<file path="config.mk">
export PLATFORM = sky130hd
export DESIGN_NAME = key_debounce_chord
export DESIGN_NICKNAME = d
export VERILOG_FILES = /design/src/rtl/keydb_pkg.sv /design/src/rtl/keydb_hist.sv /design/src/rtl/keydb_flags.sv /design/src/rtl/keydb_bright.sv /design/src/rtl/key_debounce_chord.sv
export SDC_FILE = /design/constraint.sdc
export NUM_CORES = 1
export LEC_CHECK = 0
export BUFFER_PORTS_ARGS = -buffer_cell sky130_fd_sc_hd__clkbuf_2
export CAP_MARGIN = 20
export CORE_UTILIZATION = 43
export CTS_BUF_LIST = sky130_fd_sc_hd__clkbuf_8
export DETAILED_ROUTE_END_ITERATION = 16
export PLACE_DENSITY = 0.65
export SYNTH_ARGS = -nofsm -noshare
export SYNTH_HDL_FRONTEND = slang
export SYNTH_SLANG_ARGS = --single-unit
</file>
<file path="constraint.sdc">
create_clock -name clk -period 3.5 [get_ports clk]
set_input_delay 0.175 -clock clk [delete_from_list [all_inputs] [get_ports clk]]
set_output_delay 0.175 -clock clk [all_outputs]
set_load 0.02 [all_outputs]
</file>
<file path="src/rtl/keydb_pkg.sv">
package keydb_pkg;
  localparam int KEY_INT   = 0;
  localparam int KEY_LEFT  = 1;
  localparam int KEY_UP    = 2;
  localparam int KEY_DOWN  = 3;
  localparam int KEY_RIGHT = 4;
  localparam int KEY_COUNT = 5;

  typedef enum logic [1:0] {
    STEP_NONE = 2'b00,
    STEP_UP   = 2'b01,
    STEP_DOWN = 2'b10
  } step_e;
endpackage

</file>
<file path="src/rtl/keydb_hist.sv">
module keydb_hist #(
  parameter int HIST_W = 8
) (
  input  logic clk,
  input  logic rst_n,
  input  logic tick,
  input  logic raw_n,
  output logic pressed,
  output logic now_pressed,
  output logic edge_hit
);
  localparam logic [HIST_W-1:0] EDGE_PAT = {{(HIST_W-1){1'b1}}, 1'b0};

  logic [HIST_W-1:0] hist_q;
  logic [HIST_W-1:0] hist_nxt;

  assign hist_nxt    = {hist_q[HIST_W-2:0], raw_n};
  assign edge_hit    = tick && (hist_nxt == EDGE_PAT);
  assign now_pressed = ~hist_nxt[0];
  assign pressed     = ~hist_q[0];

  always_ff @(posedge clk or negedge rst_n) begin
    if (!rst_n) begin
      hist_q <= '1;
    end else if (tick) begin
      hist_q <= hist_nxt;
    end
  end
endmodule

</file>
<file path="src/rtl/keydb_flags.sv">
module keydb_flags #(
  parameter int NUM_KEYS = 5,
  parameter int FLAG_W   = 8
) (
  input  logic                clk,
  input  logic                rst_n,
  input  logic [NUM_KEYS-1:0] set_i,
  input  logic [FLAG_W-1:0]   clr_i,
  output logic [FLAG_W-1:0]   flags_o
);
  logic [FLAG_W-1:0] set_w;
  logic [FLAG_W-1:0] flags_q;

  generate
    if (FLAG_W > NUM_KEYS) begin : g_pad
      assign set_w = {{(FLAG_W-NUM_KEYS){1'b0}}, set_i};
    end else begin : g_nopad
      assign set_w = set_i[FLAG_W-1:0];
    end
  endgenerate

  always_ff @(posedge clk or negedge rst_n) begin
    if (!rst_n) begin
      flags_q <= '0;
    end else begin
      flags_q <= (flags_q & ~clr_i) | set_w;
    end
  end

  assign flags_o = flags_q;
endmodule

</file>
<file path="src/rtl/keydb_bright.sv">
module keydb_bright #(
  parameter int BRIGHT_W    = 4,
  parameter int BRIGHT_INIT = 8
) (
  input  logic                clk,
  input  logic                rst_n,
  input  logic                chord_i,
  input  logic                up_edge_i,
  input  logic                dn_edge_i,
  output logic [BRIGHT_W-1:0] bright_o,
  output logic                chg_o
);
  import keydb_pkg::*;

  localparam logic [BRIGHT_W-1:0] B_MAX  = '1;
  localparam logic [BRIGHT_W-1:0] B_MIN  = '0;
  localparam logic [BRIGHT_W-1:0] B_INIT = BRIGHT_W'(BRIGHT_INIT);

  step_e              step;
  logic [BRIGHT_W-1:0] b_q;
  logic [BRIGHT_W-1:0] b_nxt;
  logic                chg_q;

  always_comb begin
    step = STEP_NONE;
    if (chord_i && up_edge_i && !dn_edge_i) step = STEP_UP;
    if (chord_i && dn_edge_i && !up_edge_i) step = STEP_DOWN;
  end

  always_comb begin
    b_nxt = b_q;
    case (step)
      STEP_UP:   if (b_q != B_MAX) b_nxt = b_q + 1'b1;
      STEP_DOWN: if (b_q != B_MIN) b_nxt = b_q - 1'b1;
      default:   b_nxt = b_q;
    endcase
  end

  always_ff @(posedge clk or negedge rst_n) begin
    if (!rst_n) begin
      b_q   <= B_INIT;
      chg_q <= 1'b0;
    end else begin
      b_q   <= b_nxt;
      chg_q <= (b_nxt != b_q);
    end
  end

  assign bright_o = b_q;
  assign chg_o    = chg_q;
endmodule

</file>
<file path="src/rtl/key_debounce_chord.sv">
module key_debounce_chord #(
  parameter int NUM_KEYS    = keydb_pkg::KEY_COUNT,
  parameter int HIST_W      = 8,
  parameter int FLAG_W      = 8,
  parameter int BRIGHT_W    = 4,
  parameter int BRIGHT_INIT = 8
) (
  input  logic                clk,
  input  logic                rst_n,
  input  logic                sample_tick,
  input  logic [NUM_KEYS-1:0] key_n,
  input  logic [FLAG_W-1:0]   edge_clr,
  output logic [FLAG_W-1:0]   edge_flags,
  output logic [NUM_KEYS-1:0] key_down,
  output logic [BRIGHT_W-1:0] bright,
  output logic                bright_chg
);
  import keydb_pkg::*;

  logic [NUM_KEYS-1:0] edge_hit;
  logic [NUM_KEYS-1:0] now_pressed;
  logic                chord;

  generate
    for (genvar k = 0; k < NUM_KEYS; k++) begin : g_key
      keydb_hist #(.HIST_W(HIST_W)) u_hist (
        .clk         (clk),
        .rst_n       (rst_n),
        .tick        (sample_tick),
        .raw_n       (key_n[k]),
        .pressed     (key_down[k]),
        .now_pressed (now_pressed[k]),
        .edge_hit    (edge_hit[k])
      );
    end
  endgenerate

  keydb_flags #(.NUM_KEYS(NUM_KEYS), .FLAG_W(FLAG_W)) u_flags (
    .clk     (clk),
    .rst_n   (rst_n),
    .set_i   (edge_hit),
    .clr_i   (edge_clr),
    .flags_o (edge_flags)
  );

  assign chord = now_pressed[KEY_LEFT] && now_pressed[KEY_RIGHT];

  keydb_bright #(.BRIGHT_W(BRIGHT_W), .BRIGHT_INIT(BRIGHT_INIT)) u_bright (
    .clk       (clk),
    .rst_n     (rst_n),
    .chord_i   (chord),
    .up_edge_i (edge_hit[KEY_UP]),
    .dn_edge_i (edge_hit[KEY_DOWN]),
    .bright_o  (bright),
    .chg_o     (bright_chg)
  );
endmodule

</file>
==> qor.yml <==
grt_overflow_total: 0
power_mw: 1.21
root_buffer: "clkbuf_8"
place_ws_ns: 1.64
timing.final.crit_share_pct: 53.5
synth_most_common_cell: "dfstp_2"
dp.cells: 266
routedWlPerCell_um: 12.3
synth-seq-area-share_pct: 58.2
rsz0062_at_grt: "no"
holdWs_ns: 0.0198
synthTopCellsByArea: "dfstp_2, mux2_2, dfrtp_1, o21ai_0, inv_1"
status: "completed"
die_area_um2: 5260
clock-sinks: 48
avgSynthCellArea_um2: 12.2
cap_viol_max_count: 0
peakVddDrop_mv: 0.222
die_h_um: 72.5
htree_num_levels: 2
hold_class: "primary input to register"
yosys-top-cells-count: "dfstp_2, mux2_2, inv_1"
path_max_fanout: 7
ys_seq_elements: 48
path_clk_slew_ns: 0.08
gp_congestion: 0.713
relSlewSlack_pct: 51.6
syn_to_final_growth_pct: 13.2
postCtsHoldBufs: 1
worstSetupEndpointType: "register"
synthArstFlopShare_pct: 100
critPathLaunchType: "register"
grt_max_degree: 35
first_iter_violations: 41
numCtsBuffers: 5
power_density_nw_per_um2: 499
yosys.area.top_type: "dfstp_2"
antenna_left: 0
synthCells: 176
coreArea_um2: 4750
num_antenna_cells: 0
drive_gt1_share_pct: 52.7
synth.distinct_cells: 37
hpwl_um: 2370
synth_edf_count: 0
cts_tree: "done"
cts_setup_buffers: 0
grt_pass1_vias: 1233
firstDrtPassIters: 4
finalSetupViolations: 0
initial_core_util_pct: 45.0
clock.fmax_ghz: 0.534
placed_area_um2: 2330
crit_type: "register to register"
syn-num-nets: 194
ys_warn_count: 0
cts_buffer_depth: 2
setup_slack_ns: 1.63
synth_top_cell_area_share_pct: 44.2
worstPathArrival_ns: 2.10
cts_resized: 0
antenna_found_initial: 0
grt_pass1_wl_um: 5640
utilization_pct: 50.9
floorplan.rows: 25
final_max_slew_viol_count: 0
port_buffers: 33
synth_ff_type: "dfstp_2"
grt_use_total_pct: 14.3
clk_latency_ns: 0.29
viasPerCell: 4.97
fin_nets: 225
cp.required_ns: 3.73
drc: 0
fp.dieW_um: 72.5
finalSetupTns_ns: 0
synthesis.area_um2: 2140
clock_skew_ns: 0.00716
period_minus_slack_ns: 1.87
ios: 34
vias: 1363
cellLeakagePower_nw: 1.05
fin_area_um2: 2420
finalNonFillerCells: 274
finalHoldViolCount: 0
wl_um: 3360
worst_pin_slew_ns: 0.725
[flip-flops by register name, indices dropped and copies added, names as in the netlist]
signal               count
u_bright.bright_o        4
u_flags.flags_o          8
u_bright.chg_o           1
g_key.u_hist.hist_q     35
[placed cells by master (no fill, tap or decap), types with 2 or more instances in the layout]
cell and count:
buf_4 3, o32ai_1 3, ha_1 2, a2bb2oi_1 2, nand3_1 7, o21ai_0 12, dfstp_2 36, dfrtp_1 12
a21oi_1 2, clkbuf_8 5, o22ai_1 2, nor2_1 3, nor2b_1 3, mux2_2 27, inv_1 17, nor3_1 2
nand2_1 11, nand4b_1 4, and4_1 2, or3_1 2, nand4_1 2, clkbuf_2 33
[kinds of logic after synthesis]
logic type	Yosys count	synth area share, %
AOI/OAI and AO/OA	26	7.90
xor gates and xnor gates	1	0.409
adders and majority gates	2	1.17
buffers and inverters	29	6.37
DFF	48	58.2
muxes	28	14.7
and+or+nand+nor	42	11.2
[critical path, stage by stage, from the launching register on]
cell and delay [ns]:
dfstp_2 0.54, nand4b_1 0.11, or3_1 0.46, or3_4 0.37, a2bb2oi_1 0.16, o221a_1 0.19
[where the power goes]
| part | total (mW) | internal (mW) | switching, mW | leakage (nW) |
|---|---|---|---|---|
| Combinational | 0.151 | 0.0837 | 0.0677 | 0.461 |
| Clock | 0.298 | 0.133 | 0.165 | 0.0452 |
| Sequential | 0.759 | 0.704 | 0.0555 | 0.540 |
[layout make-up]
class,count,area (µm²)
clock buffers,5,68.8
clock inverters,2,8.76
fillers,443,2330
inverters,16,60.1
multi-input cells,99,757
flip-flops and latches,48,1250
well taps,67,83.8
repair buffers,37,198
[path summary, 6_finish.rpt]
check	from	to	slack (ns)	depth (start not counted)
min	edge_clr[7]	u_flags.flags_o[7]	0.02	2
min in group asynchronous	rst_n	u_bright.bright_o[2]	0.46	2
max in group asynchronous	rst_n	g_key[1].u_hist.hist_q[5]	2.33	3
min reg2reg	g_key[0].u_hist.hist_q[1]	g_key[0].u_hist.hist_q[1]	0.48	2
max	g_key[3].u_hist.hist_q[1]	u_bright.bright_o[1]	1.63	5
max reg2reg	g_key[3].u_hist.hist_q[1]	u_bright.bright_o[1]	1.63	5
[layer usage]
layer	routed length (µm)	track usage, %	part of all wire (%)	vias to the layer above
met5	0	0	0	-
met4	71	7.19	2.1	0
met3	136	3.89	4.0	8
li1	-	-	-	672
met2	1530	21.6	45	27
met1	1630	19.0	48	656
No activity file was read; power rests on OpenSTA's default activity.
